==> config.mk <==
export PLATFORM = sky130hd
export DESIGN_NAME = hall_gate_seq
export DESIGN_NICKNAME = d
export VERILOG_FILES = /design/src/rtl/hgs_pkg.sv /design/src/rtl/hgs_hall_filter.sv /design/src/rtl/hgs_request.sv /design/src/rtl/hgs_dead_leg.sv /design/src/rtl/hgs_speed_fb.sv /design/src/rtl/hall_gate_seq.sv
export SDC_FILE = /design/constraint.sdc
export NUM_CORES = 1
export LEC_CHECK = 0
export BUFFER_PORTS_ARGS = -buffer_cell sky130_fd_sc_hd__buf_2
export CORE_MARGIN = 8
export CORE_UTILIZATION = 25
export CTS_BUF_LIST = sky130_fd_sc_hd__clkbuf_4
export DETAILED_ROUTE_END_ITERATION = 6
export SYNTH_ARGS = -nofsm -noshare
export SYNTH_HDL_FRONTEND = slang
export SYNTH_SLANG_ARGS = --single-unit
export TNS_END_PERCENT = 1
==> constraint.sdc <==
create_clock -name clk -period 1.27 [get_ports clk]
set_clock_uncertainty 0.2 [all_clocks]
set_input_delay 0.0635 -clock clk [delete_from_list [all_inputs] [get_ports clk]]
set_output_delay 0.0635 -clock clk [all_outputs]
set_load 0.02 [all_outputs]
==> src/rtl/hgs_pkg.sv <==
package hgs_pkg;

    typedef enum logic [1:0] {
        PH_FLOAT = 2'd0,
        PH_HIGH  = 2'd1,
        PH_LOW   = 2'd2
    } ph_req_e;

    localparam int NUM_PH = 3;

    typedef ph_req_e [NUM_PH-1:0] ph_vec_t;

    typedef struct packed {
        logic       valid;
        logic [1:0] hi_ph;
        logic [1:0] lo_ph;
    } step_t;

    // code is {A,B,C}; phase index 0=A, 1=B, 2=C
    function automatic step_t step_lookup(input logic [2:0] code, input logic fwd);
        step_t s;
        logic [1:0] p, q;
        s.valid = 1'b1;
        p = 2'd0;
        q = 2'd0;
        case (code)
            3'b100: begin p = 2'd0; q = 2'd1; end
            3'b110: begin p = 2'd0; q = 2'd2; end
            3'b010: begin p = 2'd1; q = 2'd2; end
            3'b011: begin p = 2'd1; q = 2'd0; end
            3'b001: begin p = 2'd2; q = 2'd0; end
            3'b101: begin p = 2'd2; q = 2'd1; end
            default: s.valid = 1'b0;
        endcase
        s.hi_ph = fwd ? p : q;
        s.lo_ph = fwd ? q : p;
        return s;
    endfunction

    function automatic int unsigned ns_to_cycles(input int unsigned clk_khz,
                                                 input int unsigned ns);
        return (clk_khz * ns) / 1000000;
    endfunction

endpackage

==> src/rtl/hgs_hall_filter.sv <==
module hgs_hall_filter #(
    parameter int FILT_CYC = 20
) (
    input  logic       clk,
    input  logic       rst,
    input  logic [2:0] hall_raw,
    output logic [2:0] hall_f
);
    localparam int CW = $clog2(FILT_CYC + 1);
    localparam logic [CW-1:0] LIM = CW'(FILT_CYC - 1);

    logic [2:0] s1, s2;

    always_ff @(posedge clk) begin
        if (rst) begin
            s1 <= '0;
            s2 <= '0;
        end else begin
            s1 <= hall_raw;
            s2 <= s1;
        end
    end

    for (genvar i = 0; i < 3; i++) begin : g_bit
        logic [CW-1:0] cnt;
        always_ff @(posedge clk) begin
            if (rst) begin
                cnt       <= '0;
                hall_f[i] <= 1'b0;
            end else if (s2[i] == hall_f[i]) begin
                cnt <= '0;
            end else if (cnt == LIM) begin
                cnt       <= '0;
                hall_f[i] <= s2[i];
            end else begin
                cnt <= cnt + 1'b1;
            end
        end
    end

endmodule

==> src/rtl/hgs_request.sv <==
module hgs_request
    import hgs_pkg::*;
(
    input  logic [2:0] hall_f,
    input  logic       dir_fwd,
    input  logic       brake_n,
    input  logic       chop_ext,
    input  logic       chop_lim,
    input  logic       ov_flag,
    input  logic       fault,
    output ph_vec_t    req
);
    step_t st;
    logic  chop;

    always_comb begin
        st   = step_lookup(hall_f, dir_fwd);
        chop = chop_ext | chop_lim;
        for (int i = 0; i < NUM_PH; i++) req[i] = PH_FLOAT;
        if (!brake_n) begin
            for (int i = 0; i < NUM_PH; i++) req[i] = PH_LOW;
        end else if (!fault && st.valid) begin
            req[st.lo_ph] = PH_LOW;
            if (!chop) req[st.hi_ph] = PH_HIGH;
            else if (!ov_flag) req[st.hi_ph] = PH_LOW;
        end
    end

endmodule

==> src/rtl/hgs_dead_leg.sv <==
module hgs_dead_leg
    import hgs_pkg::*;
#(
    parameter int DEAD_CYC = 10
) (
    input  logic    clk,
    input  logic    rst,
    input  ph_req_e req,
    output logic    gh,
    output logic    gl
);
    localparam int CW = $clog2(DEAD_CYC + 1);
    localparam logic [CW-1:0] DMAX = CW'(DEAD_CYC);

    logic [CW-1:0] lo_off, hi_off;

    always_ff @(posedge clk) begin
        if (rst) begin
            gh     <= 1'b0;
            gl     <= 1'b0;
            lo_off <= '0;
            hi_off <= '0;
        end else begin
            gh     <= (req == PH_HIGH) && !gl && (lo_off == DMAX);
            gl     <= (req == PH_LOW)  && !gh && (hi_off == DMAX);
            lo_off <= gl ? '0 : ((lo_off == DMAX) ? DMAX : lo_off + 1'b1);
            hi_off <= gh ? '0 : ((hi_off == DMAX) ? DMAX : hi_off + 1'b1);
        end
    end

    assert_no_shoot_R1: assert property (@(posedge clk) disable iff (rst)
        !(gh && gl));
    assert_hi_after_lo_off_R9: assert property (@(posedge clk) disable iff (rst)
        $rose(gh) |-> !$past(gl));
    assert_lo_after_hi_off_R9: assert property (@(posedge clk) disable iff (rst)
        $rose(gl) |-> !$past(gh));

endmodule

==> src/rtl/hgs_speed_fb.sv <==
module hgs_speed_fb (
    input  logic       clk,
    input  logic       rst,
    input  logic [2:0] hall_f,
    output logic       fg_edge,
    output logic       fg_a
);
    logic [2:0] prev;

    always_ff @(posedge clk) begin
        if (rst) begin
            prev    <= '0;
            fg_edge <= 1'b0;
        end else begin
            prev <= hall_f;
            if (prev != hall_f) fg_edge <= ~fg_edge;
        end
    end

    assign fg_a = hall_f[2];

    assert_fg_toggle_R11: assert property (@(posedge clk) disable iff (rst)
        (hall_f != $past(hall_f)) |=> (fg_edge != $past(fg_edge)));

endmodule

==> src/rtl/hall_gate_seq.sv <==
module hall_gate_seq
    import hgs_pkg::*;
#(
    parameter int CLK_KHZ = 10000,
    parameter int DEAD_NS = 1000,
    parameter int FILT_NS = 2000
) (
    input  logic       clk,
    input  logic       rst,
    input  logic [2:0] hall_in,
    input  logic       dir_fwd,
    input  logic       brake_n,
    input  logic       chop_ext,
    input  logic       chop_lim,
    input  logic       ov_flag,
    input  logic       fault,
    output logic [2:0] gate_hi,
    output logic [2:0] gate_lo,
    output logic       fg_edge,
    output logic       fg_a
);
    localparam int DEAD_CYC = ns_to_cycles(CLK_KHZ, DEAD_NS);
    localparam int FILT_CYC = ns_to_cycles(CLK_KHZ, FILT_NS);

    logic [2:0] hall_f;
    ph_vec_t    req;

    hgs_hall_filter #(.FILT_CYC(FILT_CYC)) u_filt (
        .clk(clk), .rst(rst), .hall_raw(hall_in), .hall_f(hall_f)
    );

    hgs_request u_req (
        .hall_f(hall_f), .dir_fwd(dir_fwd), .brake_n(brake_n),
        .chop_ext(chop_ext), .chop_lim(chop_lim), .ov_flag(ov_flag),
        .fault(fault), .req(req)
    );

    for (genvar p = 0; p < NUM_PH; p++) begin : g_leg
        hgs_dead_leg #(.DEAD_CYC(DEAD_CYC)) u_leg (
            .clk(clk), .rst(rst), .req(req[p]),
            .gh(gate_hi[p]), .gl(gate_lo[p])
        );
    end

    hgs_speed_fb u_fg (
        .clk(clk), .rst(rst), .hall_f(hall_f), .fg_edge(fg_edge), .fg_a(fg_a)
    );

    assert_single_high_R1: assert property (@(posedge clk) disable iff (rst)
        $onehot0(gate_hi));
    assert_brake_high_off_R5: assert property (@(posedge clk) disable iff (rst)
        !brake_n |=> (gate_hi == 3'b000));
    assert_fault_off_R6: assert property (@(posedge clk) disable iff (rst)
        (brake_n && fault) |=> (gate_hi == 3'b000 && gate_lo == 3'b000));
    assert_bad_code_off_R4: assert property (@(posedge clk) disable iff (rst)
        (brake_n && (hall_f == 3'b000 || hall_f == 3'b111))
        |=> (gate_hi == 3'b000 && gate_lo == 3'b000));
    assert_ov_single_low_R8: assert property (@(posedge clk) disable iff (rst)
        (brake_n && ov_flag) |=> ($countones(gate_lo) <= 1));

endmodule

# After elaboration in Yosys (flattened, before gate mapping)
# Cells that the tools add are included.
totals:
  register_bits: 58
  input_bits: 11
  out_inout_bits: 8
  word_cells: 138
op_classes:
  n_addsub: 9
  n_lt_le_gt_ge: 4
  eq_ne: 25
  mux: 19
  bitwise_logic: 8
  n_reduce_logical: 45
op_table:
  columns: ["operator", "count"]
  rows:
  - ["3-bit OR reduction", 9]
  - ["4-bit by 1-bit adder with 4-bit output, second input constant", 6]
  - ["4-bit equality test, second input constant", 6]
  - ["4-bit two-way mux", 6]
  - ["6-bit two-way mux", 4]
  - ["2-bit OR reduction", 10]
  - ["5-bit by 1-bit adder with 5-bit output, second input constant", 3]
  - ["5-bit equality test, second input constant", 3]
  - ["1-bit logical AND", 15]
  - ["3-bit equality test, second input constant", 3]
  - ["2-bit demux with 2-bit select", 2]
  - ["2-bit two-way mux", 4]
  - ["2-bit one-hot mux with 2 select lines", 2]
  - ["1-bit zero test", 7]
  - ["2-bit by 1-bit equality test with 1-bit output, second input constant", 3]
  - ["2-bit equality test, second input constant", 3]
  - ["3-bit by 2-bit equality test with 1-bit output, second input constant", 2]
  - ["2-bit by 3-bit less-than comparator with 1-bit output, second input constant", 2]
  - ["2-bit AND reduction", 3]
  - ["6-bit OR reduction", 1]
  - ["2-bit by 1-bit >= comparator with 1-bit output, second input constant", 2]
  - ["1-bit inverter", 4]
  - ["3-bit AND", 1]
  - ["1-bit equality test", 3]
  - ["other kinds (6)", 6]

# Longest topological paths before layout
depth:
  ltp_word: 16
  ltp_mapped: 6
  depth_no_buf: 6

# Cells and area by module
# Synthesis repeated with hierarchy kept, for this count alone.
hier_totals:
  cells_unflattened: 263
  area_unflattened_um2: 2702.6
modules_own_cells:
  columns: ["module", "n_inst", "cells_each", "area_per_inst_um2", "seq_area_each_um2"]
  rows:
  - ["hgs_dead_leg", 3, 41, 441.7, 200.2]
  - ["hgs_hall_filter", 1, 94, 957.2, 480.5]
  - ["hgs_request", 1, 32, 267.8, 0.0]
  - ["hgs_speed_fb", 1, 14, 152.6, 80.1]

# Worst setup path before layout
# No wires, ideal clock.
synth_timing:
  kind: "register to register"
  startpoint: "register u_filt.hall_f[2]"
  endpoint: "register g_leg[0].u_leg.gl"
  setup_ns: 0.086
  arrival_time_ns: 1.233
  path_slack_ns: -0.249
  stages_incl_launch_ff: 5
  n_path_buf: 0
  synth_period_minus_slack_ns: 1.519
  cell_sequence: "dfxtp_1 -> a21bo_1 -> o22ai_2 -> nand4b_1 -> a221oi_2"
synth_between:
  elab_chain_cells: 16
synth_lines:
  columns: ["item", "line_no", "source"]
  rows:
  - ["start, declared", "hgs_hall_filter.sv:7", "output logic [2:0] hall_f"]
  - ["start signal, assigned by index", "hgs_hall_filter.sv:34", "hall_f[i] <= s2[i];"]
  - ["3-bit by 1-bit equality test with 1-bit output (tied with other cells)", "hgs_pkg.sv:26", "case (code)"]
  - ["2-bit OR reduction (no line)", null, null]
  - ["2-bit one-hot mux with 2 select lines", "hgs_pkg.sv:26", null]
  - ["2-bit two-way mux, on equally long branches", "hgs_pkg.sv:36, hgs_pkg.sv:35", null]
  - ["2-bit by 3-bit less-than comparator with 1-bit output (not written as such) (tied with other cells)", "hgs_request.sv:23", "req[st.lo_ph] = PH_LOW;"]
  - ["1-bit logical AND, on equally long branches", "hgs_request.sv:23, hgs_request.sv:24, hgs_request.sv:25", null]
  - ["2-bit two-way mux, on equally long branches", "hgs_request.sv:23, hgs_request.sv:24, hgs_request.sv:25", null]
  - ["2-bit demux with 2-bit select", null, null]
  - ["3-bit OR (no line) / 3-bit inverter (equally long branches)", null, null]
  - ["6-bit two-way mux / 3-bit AND (equally long branches)", null, null]
  - ["6-bit two-way mux", "hgs_request.sv:24", "if (!chop) req[st.hi_ph] = PH_HIGH;"]
  - ["6-bit two-way mux (*)", "hgs_request.sv:22", "end else if (!fault && st.valid) begin"]
  - ["6-bit two-way mux (*)", "hgs_request.sv:20", "if (!brake_n) begin"]
  - ["2-bit equality test (*)", "hgs_dead_leg.sv:25", "gl <= (req == PH_LOW) && !gh && (hi_off == DMAX);"]
  - ["1-bit logical AND (*) (2 in a row)", "hgs_dead_leg.sv:25", null]
  - ["end signal, assigned", "hgs_dead_leg.sv:25", null]
  - ["end, declared", "hgs_dead_leg.sv:10", "output logic gl"]
# Every way passes the cells marked *; elsewhere a longest branch is shown, timed or not.
# A chain may end at the register's enable or synchronous reset.

# Worst setup path in the final report
# Ends and elaborated chain as after synthesis.

==> impl_results.md <==
- Cells after synthesis: between 200 and 300
- CP Class: register to register
- First-pass GRT wire length: 9120 um
- Post-DRT Antenna Nets: 0
- Total congestion overflow: 0
- Commonest non-fill, non-tap cell in the layout: dfxtp_1
- Pin count of the biggest net entering global routing: 17
- CP cell instances: a21bo_1 > o22ai_2 > nand4b_1 > a221oi_2
- Hold Fails Final Rpt: 1
- Min Clock Period, post-route: around 1.4 ns
- Die ar.: approximately 14,000 um^2
- FF-to-FF path depth: 4
- Latest clock arrival within the worst-skew pair: 0.39 ns
- Ports: 19
- GRT Util Overall: approximately 8.0%
- Critical path buffers and inverters: 0
- Layout area overhead: 32.3%
- Final Cycle Share: 111%
- Distinct cells, synth: 39
- Num CTS Buffers: 9
- Crit path to: g_leg[0].u_leg.gl
- Leak Pwr: 1.36 nW
- Drt via density: between 4 and 5
- Arrival @ worst endpoint: 1.52 ns
- Worst R2R Start: u_filt.hall_f[2]
- DR WL met2: approximately 2500 um
- Clock buffer depth: 2
- Mapped Nets: 299
- Vias in the first global route: 2,078
- Diode count: 0
- Die width: 118 um
- Clock Root Buffer: clkbuf_4
- Failing checks: hold timing, setup timing
- Die H: roughly 120 um
- Number of post-CTS setup repair buffers: 0
- # DRC: 0
- Drt pass-1 iters: 4
- Pwr dens: 949 nW/um^2
- Vias: 2,025
- WL met1: 2430 um
- Setup crit end kind: register
- Synth warn: 0
- Rows: 37
- Slew @ Worst Pin: approximately 0.25 ns
- CP delay by family, top: compound AO/OA/AOI/OAI gates
- Final HPWL DP: 3660 um
- Seq/Total Area, Yosys: 45.0%
- Initial antenna violation count: 0
- Max_cap viols: 0
- Hold crit path type: primary input to register
- Final hold slack: -0.00452 ns
- CTS clk-pin slew, worst paths: 0.09 ns
- Final Net Count: 362
- CP max-delay cell: dfxtp_4
- Startpoint types: register
- Routed wire length: approximately 5200 um
- Dpl ws: -0.193 ns
- Slew headroom: 83.0%
- Critical path depth in cells: 4
- Unrepaired setup endpoints after global routing: yes
- CORE AREA: between 10,000 and 15,000 um^2
- Final setup fails: 18
- CTS H-tree depth: 3
- Yosys reg bits: 58
- Wire per inst: 10.9 um
- TritonCTS clock tree: built
- DRT iter0 DRCs: 43
- Crit path from: u_filt.hall_f[2]
- GPL Wtd Cong: ~0.73
- Critical path's largest stage delay: 0.41 ns
- Synthesized area per cell: 9.44 um^2
- R2R Setup Slk: -0.13 ns
- Total clock sinks: just under 60
- Worst VDD drop: 0.000598 V
- Fmax achieved: between 700 and 800 MHz
- DR top layer: met4
- Setup ws final: -0.134 ns
- Met3 routed WL: 211 um
- Status: finished with violations
- Fraction of layout cells with a size suffix above 1: 30.8%
- R2r endpoint: g_leg[0].u_leg.gl
- Most frequent cells in the layout: dfxtp_1 (42), buf_4 (35), nor2_1 (31), nor3_1 (15), dlygate4sd3_1 (14)
- IO buf count: 18
- Post-synth EDFFs: 0
- Peak fanout along the critical path: 8
- FFs w/ async S/R, synth: 0%
- Layout Utilization: 33.5%
- Total Neg Setup Slack: -1.11 ns
- Fillcell total: about 1,100
- Dominant synthesized flop cell: dfxtp_1
- Mapped cell area: ~2600 um^2
- Critical Path RT: between 1 and 1.5 ns
- Slew Viols, Final: 0
- Initial core utilization: 25.3%
logic make-up after synthesis:
kind of cell	Yosys count	share of synthesized area, %
flip-flops	58	45.0
AO/OA/AOI/OAI	25	7.28
XOR/XNOR	19	6.46
AND/OR/NAND/NOR	121	25.0
buffers and inverters	26	5.34
adder cells (fa/ha/maj)	15	7.28
multiplexers	9	3.54
cell type report:
type / instances / area (um^2) / share of cell area, %
Clock buffer: 11 / 82.6 / 2.42
Clock inverter: 5 / 21.3 / 0.624
Inverter: 12 / 45.0 / 1.32
Multi-Input combinational cell: 189 / 1380 / 40.6
Sequential cell: 58 / 1190 / 34.9
Tap cell: 136 / 170 / 4.99
Timing Repair Buffer: 66 / 517 / 15.2
power by group:
part / leakage [nW] / switching [mW] / internal [mW]
combinational: 0.817 / 0.123 / 0.158
sequential: 0.481 / 0.0436 / 1.87
clock: 0.0631 / 0.618 / 0.421
stage by stage:
stage	instances	power, mW	hold WS (ns)	cell area (um^2)
2_1_floorplan	273	2.09	-0.0472	2590
3_3_place_gp	444	2.18	0.0777	2990
3_5_place_dp	444	2.19	0.0868	2990
4_1_cts	477	3.31	-0.0467	3290
5_1_grt	477	3.44	0.000141	3410
6_report	477	3.24	-0.00452	3410
sequential cells by signal, summed over array words and instances (netlist names):
name,flops
u_filt.g_bit.cnt,15
g_leg.u_leg.hi_off,12
g_leg.u_leg.lo_off,12
g_leg.u_leg.gh,3
g_leg.u_leg.gl,3
u_fg.prev,3
u_filt.hall_f,3
u_filt.s1,3
u_filt.s2,3
u_fg.fg_edge,1
worst reg2reg max path: cells and delay by family, from the launching register on:
kind	cells	cell delay, ns
compound gates	3	0.60
simple gates	1	0.13
flops	1	0.41
synth_stat cells, drive strengths merged (8+ instances only):
master	n	area share, %
xnor2	10	3.4
nand3	10	1.9
mux2i	8	3.1
nand2b	10	2.4
nor2	36	5.2
nand2	13	1.9
nor2b	10	2.4
inv	12	1.7
nor3	16	3.1
buf	12	3.3
xor2	9	3.1
ha	15	7.3
dfxtp	58	45
worst min path at each step:
stage,from,end,slack [ns],depth (start not counted)
global route,ov_flag,g_leg[0].u_leg.gl,0.0001,5
CTS,ov_flag,g_leg[0].u_leg.gl,-0.05,5
global placement,hall_in[2],u_filt.s1[2],0.08,2
finish,ov_flag,g_leg[0].u_leg.gl,-0.005,5
detailed placement,hall_in[2],u_filt.s1[2],0.09,2
floorplan,brake_n,g_leg[0].u_leg.gl,-0.05,1
per-layer routing:
layer  vias to the layer above  GRT usage [%]
li1                       1052              -
met1                       938           9.02
met2                        26           13.1
met3                         9           2.93
met4                         0           4.16
met5                         -              0
timing repair:
| item | 4_1_cts | 5_1_grt |
|---|---|---|
| hold buffers | 17 | 0 |
| endpoints found under the setup margin | 33 | 50 |
| resized for setup | 8 | 46 |
| endpoints found under the hold margin | 32 | 0 |
| pin swaps | 1 | 8 |
No activity file was read; power rests on OpenSTA's default activity.
